File: config.mk
export PLATFORM = sky130hd
export DESIGN_NAME = uart_modem_ctrl
export DESIGN_NICKNAME = d
export VERILOG_FILES = /design/src/rtl/uart_mdm_pkg.sv /design/src/rtl/mdm_sync.sv /design/src/rtl/mdm_ctrl_reg.sv /design/src/rtl/mdm_delta.sv /design/src/rtl/uart_modem_ctrl.sv
export SDC_FILE = /design/constraint.sdc
export NUM_CORES = 1
export LEC_CHECK = 0
export BUFFER_PORTS_ARGS = -buffer_cell sky130_fd_sc_hd__clkbuf_2
export CORE_MARGIN = 2
export CORE_UTILIZATION = 51
export CTS_CLUSTER_DIAMETER = 60
export CTS_CLUSTER_SIZE = 40
export DETAILED_ROUTE_END_ITERATION = 6
export GPL_ROUTABILITY_DRIVEN = 1
export MAX_ROUTING_LAYER = met4
export PLACE_DENSITY = 0.78
export REMOVE_ABC_BUFFERS = 1
export SLEW_MARGIN = 0
export SYNTH_ARGS = -nofsm -noshare
export SYNTH_HDL_FRONTEND = slang
export SYNTH_HIERARCHICAL = 1
export SYNTH_SLANG_ARGS = --single-unit
File: constraint.sdc
create_clock -name clk_i -period 3.5 [get_ports clk_i]
set_clock_uncertainty 0.05 [all_clocks]
set_input_delay 0 -clock clk_i [delete_from_list [all_inputs] [get_ports clk_i]]
set_output_delay 0 -clock clk_i [all_outputs]
set_load 0.05 [all_outputs]
File: src/rtl/uart_mdm_pkg.sv
package uart_mdm_pkg;
  localparam int unsigned REG_W  = 8;
  localparam int unsigned LINE_N = 4;

  // status nibble line positions (status bits 4..7 / flag bits 0..3)
  localparam int unsigned LN_CTS = 0;
  localparam int unsigned LN_DSR = 1;
  localparam int unsigned LN_RI  = 2;
  localparam int unsigned LN_DCD = 3;

  typedef struct packed {
    logic cts_auto;
    logic rts_auto;
    logic rsvd;
    logic loop;
    logic gpo2;
    logic gpo1;
    logic rts;
    logic dtr;
  } mdm_ctrl_t;

  localparam logic [REG_W-1:0] CTRL_WMASK = 8'hDF;
endpackage

File: src/rtl/mdm_sync.sv
module mdm_sync #(
  parameter int unsigned          W       = 4,
  parameter int unsigned          STAGES  = 2,
  parameter logic        [W-1:0]  RST_VAL = '1
) (
  input  logic         clk_i,
  input  logic         rst_ni,
  input  logic [W-1:0] d_i,
  output logic [W-1:0] q_o
);
  logic [W-1:0] stg_q [STAGES];

  for (genvar s = 0; s < STAGES; s++) begin : g_stg
    if (s == 0) begin : g_first
      always_ff @(posedge clk_i or negedge rst_ni)
        if (!rst_ni) stg_q[s] <= RST_VAL;
        else         stg_q[s] <= d_i;
    end else begin : g_next
      always_ff @(posedge clk_i or negedge rst_ni)
        if (!rst_ni) stg_q[s] <= RST_VAL;
        else         stg_q[s] <= stg_q[s-1];
    end
  end

  assign q_o = stg_q[STAGES-1];
endmodule

File: src/rtl/mdm_ctrl_reg.sv
module mdm_ctrl_reg
  import uart_mdm_pkg::*;
#(
  parameter int unsigned              ADDR_W    = 2,
  parameter logic        [ADDR_W-1:0] CTRL_ADDR = '0
) (
  input  logic              clk_i,
  input  logic              rst_ni,
  input  logic [ADDR_W-1:0] addr_i,
  input  logic              wr_i,
  input  logic [REG_W-1:0]  wdata_i,
  output mdm_ctrl_t         ctrl_o
);
  mdm_ctrl_t ctrl_q;
  logic      sel;

  assign sel = wr_i && (addr_i == CTRL_ADDR);

  always_ff @(posedge clk_i or negedge rst_ni)
    if (!rst_ni)  ctrl_q <= '0;
    else if (sel) ctrl_q <= mdm_ctrl_t'(wdata_i & CTRL_WMASK);

  assign ctrl_o = ctrl_q;


  ctrl_hold_chk: assert property (@(posedge clk_i) disable iff (!rst_ni)
    !(wr_i && addr_i == CTRL_ADDR) |=> $stable(ctrl_o));
endmodule

File: src/rtl/mdm_delta.sv
module mdm_delta
  import uart_mdm_pkg::*;
(
  input  logic              clk_i,
  input  logic              rst_ni,
  input  logic [LINE_N-1:0] lvl_i,
  input  logic              clr_i,
  output logic [LINE_N-1:0] flag_o
);
  logic [LINE_N-1:0] prev_q;
  logic [LINE_N-1:0] flag_q;
  logic [LINE_N-1:0] hit;

  always_ff @(posedge clk_i or negedge rst_ni)
    if (!rst_ni) prev_q <= '0;
    else         prev_q <= lvl_i;

  for (genvar i = 0; i < LINE_N; i++) begin : g_ln
    if (i == LN_RI) begin : g_trail
      assign hit[i] = prev_q[i] & ~lvl_i[i];

      ri_no_lead_chk: assert property (@(posedge clk_i) disable iff (!rst_ni)
        (!prev_q[i] && !flag_q[i]) |=> !flag_q[i]);
    end else begin : g_any
      assign hit[i] = prev_q[i] ^ lvl_i[i];

      chg_sets_chk: assert property (@(posedge clk_i) disable iff (!rst_ni)
        (lvl_i[i] != prev_q[i]) |=> flag_q[i]);
    end

    always_ff @(posedge clk_i or negedge rst_ni)
      if (!rst_ni) flag_q[i] <= 1'b0;
      else         flag_q[i] <= hit[i] | (flag_q[i] & ~clr_i);
  end

  assign flag_o = flag_q;


  rd_clears_chk: assert property (@(posedge clk_i) disable iff (!rst_ni)
    (clr_i && lvl_i == prev_q) |=> (flag_o == '0));
endmodule

File: src/rtl/uart_modem_ctrl.sv
module uart_modem_ctrl
  import uart_mdm_pkg::*;
#(
  parameter int unsigned              ADDR_W      = 2,
  parameter logic        [ADDR_W-1:0] CTRL_ADDR   = 0,
  parameter logic        [ADDR_W-1:0] STAT_ADDR   = 1,
  parameter int unsigned              SYNC_STAGES = 2
) (
  input  logic              clk_i,
  input  logic              rst_ni,
  input  logic [ADDR_W-1:0] reg_addr_i,
  input  logic              reg_wr_i,
  input  logic              reg_rd_i,
  input  logic [7:0]        reg_wdata_i,
  output logic [7:0]        reg_rdata_o,
  input  logic              msi_en_i,
  output logic              msi_irq_o,
  input  logic              ser_tx_i,
  output logic              ser_rx_o,
  output logic              txd_o,
  input  logic              rxd_i,
  input  logic              cts_ni,
  input  logic              dsr_ni,
  input  logic              ri_ni,
  input  logic              dcd_ni,
  output logic              dtr_no,
  output logic              rts_no,
  output logic              gpo1_no,
  output logic              gpo2_no,
  output logic              auto_rts_en_o,
  output logic              auto_cts_en_o
);
  mdm_ctrl_t         ctrl;
  logic [LINE_N-1:0] pin_raw, pin_sync, ext_lvl, loop_lvl, lvl, flags;
  logic              stat_clr;

  mdm_ctrl_reg #(.ADDR_W(ADDR_W), .CTRL_ADDR(CTRL_ADDR)) u_reg (
    .clk_i(clk_i), .rst_ni(rst_ni), .addr_i(reg_addr_i),
    .wr_i(reg_wr_i), .wdata_i(reg_wdata_i), .ctrl_o(ctrl)
  );

  assign pin_raw = {dcd_ni, ri_ni, dsr_ni, cts_ni};

  mdm_sync #(.W(LINE_N), .STAGES(SYNC_STAGES), .RST_VAL('1)) u_sync (
    .clk_i(clk_i), .rst_ni(rst_ni), .d_i(pin_raw), .q_o(pin_sync)
  );

  assign ext_lvl  = ~pin_sync;
  // loopback wiring: rts->cts, dtr->dsr, gpo1->ri, gpo2->dcd
  assign loop_lvl = {ctrl.gpo2, ctrl.gpo1, ctrl.dtr, ctrl.rts};
  assign lvl      = ctrl.loop ? loop_lvl : ext_lvl;
  assign stat_clr = reg_rd_i && (reg_addr_i == STAT_ADDR);

  mdm_delta u_delta (
    .clk_i(clk_i), .rst_ni(rst_ni), .lvl_i(lvl), .clr_i(stat_clr), .flag_o(flags)
  );

  assign msi_irq_o = msi_en_i && (|flags);

  always_comb begin
    reg_rdata_o = '0;
    if (reg_addr_i == CTRL_ADDR)
      reg_rdata_o = {ctrl[7:2], ctrl.loop ? 2'b00 : ctrl[1:0]};
    else if (reg_addr_i == STAT_ADDR)
      reg_rdata_o = {lvl, flags};
  end

  assign txd_o    = ctrl.loop ? 1'b1 : ser_tx_i;
  assign ser_rx_o = ctrl.loop ? ser_tx_i : rxd_i;
  assign dtr_no   = ctrl.loop | ~ctrl.dtr;
  assign rts_no   = ctrl.loop | ~ctrl.rts;
  assign gpo1_no  = ctrl.loop | ~ctrl.gpo1;
  assign gpo2_no  = ctrl.loop | ~ctrl.gpo2;

  assign auto_rts_en_o = ctrl.rts_auto;
  assign auto_cts_en_o = ctrl.cts_auto;


  loop_idle_chk: assert property (@(posedge clk_i) disable iff (!rst_ni)
    ctrl.loop |-> (dtr_no && rts_no && gpo1_no && gpo2_no && txd_o));

  loop_rdmask_chk: assert property (@(posedge clk_i) disable iff (!rst_ni)
    (ctrl.loop && reg_addr_i == CTRL_ADDR) |-> (reg_rdata_o[1:0] == 2'b00));

  irq_flag_chk: assert property (@(posedge clk_i) disable iff (!rst_ni)
    msi_irq_o |-> (reg_addr_i != STAT_ADDR || reg_rdata_o[3:0] != '0));

  loop_path_chk: assert property (@(posedge clk_i) disable iff (!rst_ni)
    ctrl.loop |-> (ser_rx_o == ser_tx_i));
endmodule

== Yosys cells after proc, flatten, opt, wreduce, memory -nomap -nowiden ==
Cells that the tools add are included.
W data, S select, Z words.

* Bits in registers: 23
* Output and inout port bits: 17
* Input bits: 21
* Logic and storage cells: 49

* Bitwise logic cells: 23
* Mux-type cells: 6
* Equality and inequality tests: 1
* Reduce and logical (&&, ||, !) cells: 5

{| class="wikitable"
|+ Operator list
! cell !! count
|-
| $mux W8 || 2
|-
| $or A1 B1 Y1 || 8
|-
| $not A1 Y1 || 6
|-
| $and A1 B1 Y1 || 5
|-
| $mux W4 || 1
|-
| $not A4 Y4 || 1
|-
| $reduce_or A4 Y1 || 1
|-
| $logic_and A1 B1 Y1 || 3
|-
| $xor A1 B1 Y1 || 3
|-
| $eq A2 B1 Y1 const B || 1
|-
| $logic_not A2 Y1 || 1
|-
| $mux W1 || 2
|-
| $mux W2 || 1
|}

== Longest topological paths before layout ==
Gate-level depths: netlist of the first run.

* Depth in word-level cells: 5
* Mapped depth: 5
* Depth with buffers taken out: 4

== By module ==
Netlist of the first run, hierarchy kept.

{| class="wikitable"
|+ By module, submodules not included
! module !! sequential area each (µm²) !! times used !! cells an instance !! area each (µm²)
|-
| mdm_ctrl_reg || 175.2 || 1 || 17 || 284.0
|-
| mdm_delta || 200.2 || 1 || 20 || 266.5
|-
| uart_modem_ctrl || 0.0 || 1 || 37 || 245.2
|-
| mdm_sync || 210.2 || 1 || 12 || 240.2
|}

== Least setup slack after synthesis of the first run ==
No wires, ideal clock.

* Path kind: flip-flop to output port
* Start: register u_reg.ctrl_q, in the netlist u_reg/ctrl_o[4]
* End: output port reg_rdata_o[0]
* Setup slack: 1,750 ps
* Stages on the path, launching flop included: 4
* Arrival time: 1,700 ps
* Data required time: 3,450 ps
* Path buffers: 0
* Path through: dfrtp_1 -> nand2b_1 -> o21a_1 -> nor2_1

* Word-level cells in the longest chain between the ends: 2

{| class="wikitable"
|+ Ends and longest elaborated chain
! element !! RTL line !! RTL
|-
| start, declared || mdm_ctrl_reg.sv:14 || <nowiki>mdm_ctrl_t ctrl_q;</nowiki>
|-
| start signal, assigned || mdm_ctrl_reg.sv:21 || <nowiki>else if (sel) ctrl_q <= mdm_ctrl_t'(wdata_i & CTRL_WMASK);</nowiki>
|-
| $mux W2 || uart_modem_ctrl.sv:63 || <nowiki>reg_rdata_o = {ctrl[7:2], ctrl.loop ? 2'b00 : ctrl[1:0]};</nowiki>
|-
| $mux W8 || uart_modem_ctrl.sv:62 || <nowiki>if (reg_addr_i == CTRL_ADDR)</nowiki>
|-
| end, declared || uart_modem_ctrl.sv:15 || <nowiki>output logic [7:0] reg_rdata_o,</nowiki>
|}

Every way passes these cells.

== Worst setup path after layout of the first run ==
* Start: register u_reg.ctrl_q, in the netlist u_reg/ctrl_o[4]
* End: output port reg_rdata_o[5]

* Word-level cells in the longest chain between the ends: 3

{| class="wikitable"
|+ Ends and longest elaborated chain
! element !! RTL line !! RTL
|-
| $mux W4 || uart_modem_ctrl.sv:51 || <nowiki>assign lvl = ctrl.loop ? loop_lvl : ext_lvl;</nowiki>
|-
| named net lvl[1] || uart_modem_ctrl.sv:34 || <nowiki>logic [LINE_N-1:0] pin_raw, pin_sync, ext_lvl, loop_lvl, lvl, flags;</nowiki>
|-
| $mux W8 || uart_modem_ctrl.sv:64 || <nowiki>else if (reg_addr_i == STAT_ADDR)</nowiki>
|-
| $mux W8 || uart_modem_ctrl.sv:62 ||
|}

The timed path passes the listed nets, and every way through them passes these cells.

==> impl_metrics.json, run 1 <==
{
  "final_cell_mix": "36 x clkbuf_2, 15 x dfrtp_1, 12 x dlygate4sd3_1, 9 x inv_1",
  "critPathRequiredTime_ps": 3450,
  "numClockSinks": 23,
  "drtIter0Drc": 7,
  "ys_seq_area_share_pct": 56.5,
  "worstMarginPinSlew_ps": 555,
  "wl_per_cell_um": 13.5,
  "clkLatencyLatePin_ps": 300,
  "grt-ovfl-total": 0,
  "antenna_found_initial": 0,
  "cts-root-buf": "clkbuf_4",
  "final-hold-violation-count": 0,
  "holdWs_ps": 15.1,
  "reg2reg_from": "u_reg/ctrl_o[4]",
  "numCtsBuffers": 3,
  "vias": 760,
  "fin_nets": 153,
  "ir_drop_mv": 0.385,
  "r2r_slack_ps": 2110,
  "vias_per_cell": 4.81,
  "dr.pass1.iters": 4,
  "powerDensity_nw_per_um2": 536,
  "rsz0062_at_grt": "no",
  "place.port_buffers": 36,
  "drtAntennaViolNets": 0,
  "period_share_pct": 51.8,
  "syn-cell-area_um2": 1040,
  "ys_types": 25,
  "fin_setup_tns_ps": 0,
  "cts_tree": "done",
  "arrival_ps": 1760,
  "yosysWarnings": 6,
  "critPathTopFamily": "flip-flops",
  "cts.path.max_buffers": 2,
  "die-area_um2": 2410,
  "wl_mm": 2.14,
  "gp_congestion": 0.761,
  "start_util_pct": 53.4,
  "syn_to_final_growth_pct": 29.6,
  "cap_violations": 0,
  "final_cells": 158,
  "die_h_um": 49.1,
  "setup.worst_path.start": "u_reg/ctrl_o[4]",
  "leakage_nw": 0.670,
  "worstHoldStart": "reg_rd_i",
  "postCtsResizedCells": 0,
  "grt_pass1_wl_mm": 3.73,
  "slew_headroom_pct": 63.0,
  "dp_slack_ps": 2010,
  "start_kind": "flop",
  "dp.cells": 142,
  "cp_slowest_stage_delay_ps": 630,
  "finalSetupViolations": 0,
  "layout_commonest_cell": "clkbuf_2",
  "worst_path_max_delay_cell": "dfrtp_1",
  "die_w_um": 49.1,
  "syn_inst": 86,
  "cp_cell_sequence": "mux2i_1, a22o_1, clkbuf_2",
  "path_clk_slew_ps": 120,
  "crit_type": "flop to output pin",
  "ys_seq_elements": 23,
  "max_freq_mhz": 551,
  "status": "finished clean",
  "fillCellCount": 170,
  "hp-class": "primary input to flop",
  "layout_min_cycle_time_ps": 1810,
  "synth_area_per_cell_um2": 12.0,
  "htreeDepth": 1,
  "core_area_um2": 1940,
  "row_count": 16,
  "drive_above_1_share_pct": 44.3,
  "timing.final.ws_setup_ps": 1690,
  "ioPinCount": 38,
  "diodes": 0,
  "crit_buf_inv": 1,
  "drv_slew": 0,
  "path_max_fanout": 13,
  "grtUsageTotal_pct": 21.0,
  "end_kind": "output pin",
  "grt_pass1_vias": 797,
  "hpwlAfterDp_mm": 1.53,
  "grt_max_degree": 24,
  "drc_errors": 0,
  "total_power_w": 0.000720,
  "cts_setup_buffers": 0
}
flip-flops by register name, summed over array words and instances, names as in the netlist:
name	cells
u_reg/ctrl_o	7
u_delta/prev_q	4
u_sync/stg_q	4
u_sync/q_o	4
u_delta/flag_o	4
worst min-delay path, cell delays in order:
cell and delay, ps:
clkbuf_2 80, and2_1 180, o21ai_1 80
final timing paths:
| check | end | depth (start not counted) |
|---|---|---|
| setup reg to reg | u_delta/flag_o[3] | 3 |
| min in group asynchronous | u_delta/flag_o[2] | 2 |
| max in group asynchronous | u_sync/q_o[1] | 2 |
| hold / removal | u_delta/flag_o[1] | 3 |
| setup / recovery | reg_rdata_o[5] | 3 |
| hold reg to reg | u_sync/q_o[2] | 0 |
cell usage after synthesis:
cell	instances	area share (%)
buf_6	1	1.1
inv_1	9	3.3
dfstp_2	8	20
conb_1	1	0.36
o21ai_0	1	0.48
or2_2	1	0.60
o21a_1	2	1.4
dfrtp_1	15	36
inv_4	1	0.60
a22o_1	3	2.5
and2_1	1	0.60
nand2_1	2	0.72
o41a_1	1	1.1
a21oi_1	1	0.48
buf_2	1	0.48
o22ai_1	1	0.60
xnor2_1	3	2.5
nor3b_4	1	1.8
o21ai_1	3	1.4
mux2i_1	6	5.8
or3_1	1	0.60
buf_4	5	3.6
nor2_1	6	2.2
mux2_2	8	8.7
nand2b_1	4	2.4
layout make-up:
cell class,count,area [µm²],area share [%]
repair buffers,48,300,22.4
multi-input cells,46,357,26.6
clock buffers,4,26.3,1.96
well taps,27,33.8,2.52
flip-flops and latches,23,586,43.6
inverters,10,40.0,2.98
power breakdown:
group | internal (W) | leakage (nW) | switching, W
Sequential | 0.000309 | 0.253 | 0.0000368
Clock | 0.0000444 | 0.0150 | 0.0000744
Combinational | 0.0000889 | 0.402 | 0.000167
per-layer routing:
layer	GRT usage, %	routed length [µm]
met3	1.84	80
met5	-	0
met2	38.7	1150
met1	24.3	876
met4	5.71	23
cells by family (layout without fill, tap and decap cells):
kind of cell / Yosys count / count (layout) / share of synthesized area (%)
simple gates: 16 / 16 / 8.94
buf+inv: 17 / 62 / 9.06
compound gates: 12 / 12 / 8.09
flops: 23 / 23 / 56.5
xor+xnor: 3 / 3 / 2.54
other cells: 1 / 1 / 0.362
mux: 14 / 14 / 14.5
through the flow:
step / utilization [%] / area (µm²)
6_report: 69.1 / 1340
5_1_grt: 69.1 / 1340
4_1_cts: 69.1 / 1340
3_5_place_dp: 61.6 / 1200
3_3_place_gp: 61.6 / 1200
2_1_floorplan: - / 982
timing repair:
action,4_1_cts,5_1_grt
endpoints found under the setup margin,0,0
hold buffers,12,0
hold endpoints to repair,34,0
Power figures use the tool's default switching activity.
==> run 2: changes to the inputs <==
CORE_UTILIZATION = 47   (was 51)
PLACE_DENSITY = 0.73   (was 0.78)
clock period = 1.85 ns   (was 3.5 ns; I/O delays follow)
==> run 2 against run 1 <==
  * Routed wire length down 8.1%
  * Global-route usage is 3.3 points lower
  * Core utilization fell by 2.0 points
  * Sequential cell count unchanged
  * Design area rose by 1.1%
  * Cell count grew 0.63%
  * First-iteration DRC count is 71% lower
  * Power increased by 90%
  * Combinational power grew 89%
  * Largest cell class unchanged
==> impl_metrics.json, run 2 (synthesized netlist as in run 1, its figures left out) <==
{
  "grt_max_degree": 24,
  "status": "finished clean",
  "holdWs_ps": 131,
  "grt-ovfl-total": 0,
  "total_power_w": 0.00137,
  "fillCellCount": 161,
  "slew_headroom_pct": 63.3,
  "core_area_um2": 2020,
  "swShare_pct": 38.8,
  "p_sw_w": 0.000531,
  "die_h_um": 51.0,
  "gp_congestion": 0.796,
  "vias_per_cell": 4.70,
  "fin_nets": 154,
  "rsz0062_at_grt": "no",
  "cap_violations": 0,
  "layout_commonest_cell": "clkbuf_2",
  "largest_reg_flops": 7,
  "layout_min_cycle_time_ps": 1750,
  "ioPinCount": 38,
  "arrival_ps": 1700,
  "wl_per_cell_um": 12.3,
  "clkLatencyLatePin_ps": 320,
  "start_util_pct": 51.2,
  "ir_drop_mv": 0.647,
  "grtUsageTotal_pct": 17.7,
  "period_share_pct": 94.8,
  "wl_mm": 1.96,
  "final-hold-violation-count": 0,
  "numClockSinks": 23,
  "diodes": 0,
  "critPathRequiredTime_ps": 1800,
  "reg2reg_from": "u_reg/ctrl_o[4]",
  "drive_above_1_share_pct": 45.5,
  "cp_slowest_stage_delay_ps": 530,
  "worstMarginPinSlew_ps": 551,
  "drtAntennaViolNets": 0,
  "register_area_um2": 587,
  "p_int_w": 0.000837,
  "seqPwrFrac_pct": 47.6,
  "leakage_nw": 0.672,
  "vias": 748,
  "powerDensity_nw_per_um2": 1010,
  "r2r_slack_ps": 550,
  "post-route-util_pct": 67.1,
  "cts_tree": "done",
  "max_freq_mhz": 570,
  "cp_cell_sequence": "or3_1, a21oi_1, clkbuf_2",
  "grt_pass1_vias": 767,
  "antenna_found_initial": 0,
  "cts_setup_buffers": 0,
  "numCtsBuffers": 3,
  "path_clk_slew_ps": 130,
  "multi_input_area_um2": 357,
  "drv_slew": 0,
  "drc_errors": 0,
  "end_kind": "output pin",
  "syn_to_final_growth_pct": 31.0,
  "row_count": 16,
  "hpwlAfterDp_mm": 1.38,
  "finalSetupViolations": 0,
  "htreeDepth": 1,
  "start_kind": "flop",
  "path_max_fanout": 13,
  "crit_type": "flop to output pin",
  "place.port_buffers": 36,
  "grt_pass1_wl_mm": 3.28,
  "hp-class": "primary input to asynchronous set/reset pin",
  "worst_path_max_delay_cell": "dfrtp_2",
  "setup.worst_path.start": "u_reg/ctrl_o[4]",
  "dr.pass1.iters": 4,
  "cts-root-buf": "clkbuf_4",
  "cts.path.max_buffers": 2,
  "die-area_um2": 2600,
  "final_cell_mix": "36 x clkbuf_2, 14 x dfrtp_1, 13 x dlygate4sd3_1, 9 x inv_1",
  "power_frac_clock_pct": 17.0,
  "drtIter0Drc": 2,
  "comb_power_share_pct": 35.3,
  "die_w_um": 51.0
}
-- run 2: cell count changes in the layout (fill, tap and decap cells not counted), sizes merged --
cell / before / now
dlygate4sd3: 12 / 13
clkbuf: 40 / 39
clkinvlp: 0 / 1
-- run 2: layout make-up --
| cell class | instances | area share [%] |
|---|---|---|
| repair buffers | 49 | 22.9 |
| flip-flops and latches | 23 | 43.2 |
| multi-input cells | 46 | 26.3 |
| clock buffers | 3 | 1.66 |
| inverters | 10 | 2.95 |
| well taps | 27 | 2.49 |
| clock inverters | 1 | 0.553 |
-- run 2: per-layer routing --
metal / share of wire (%) / track usage, % / vias up
li1: - / - / 372
met1: 45 / 19.3 / 349
met2: 49 / 30.5 / 22
met3: 4.6 / 6.43 / 5
met4: 0.97 / 4.95 / 0
met5: 0 / - / -
-- run 2: worst paths after layout --
path,depth (start not counted),to
hold reg to reg,0,u_sync/q_o[3]
min in group clk_i,3,u_reg/ctrl_o[1]
max in group asynchronous,2,u_reg/ctrl_o[4]
setup reg to reg,3,u_delta/flag_o[1]
setup / recovery,3,reg_rdata_o[4]
hold / removal,2,u_reg/ctrl_o[1]
-- run 2: critical path, delay by kind of cell (launching register included) --
kind	cells	cell delay (ps)
buf+inv	1	300
simple gates	1	380
compound gates	1	180
flops	1	530
-- run 2: timing repair --
action                     in CTS  in global routing
hold endpoints to repair       37                  0
resized for setup               1                  0
hold buffers                   13                  0
setup endpoints to repair       2                  0
-- run 2: power groups by stage --
stage                     Combinational (W)  Clock, W  Sequential [W]
final                              0.000483  0.000233        0.000652
after global routing               0.000519  0.000272        0.000664
after CTS                          0.000486  0.000246        0.000652
after detailed placement           0.000464         0        0.000660
after global placement             0.000459         0        0.000656
after floorplan                    0.000328         0        0.000670
-- run 2: metrics by stage --
stage / area [µm²] / worst slack [ps] / cells / TNS (ps)
2_1_floorplan: 982 / -58.9 / 79 / -118
3_3_place_gp: 1200 / 385 / 142 / 0
3_5_place_dp: 1200 / 357 / 142 / 0
4_1_cts: 1360 / 105 / 159 / 0
5_1_grt: 1360 / 12.2 / 159 / 0
6_report: 1360 / 95.7 / 159 / 0
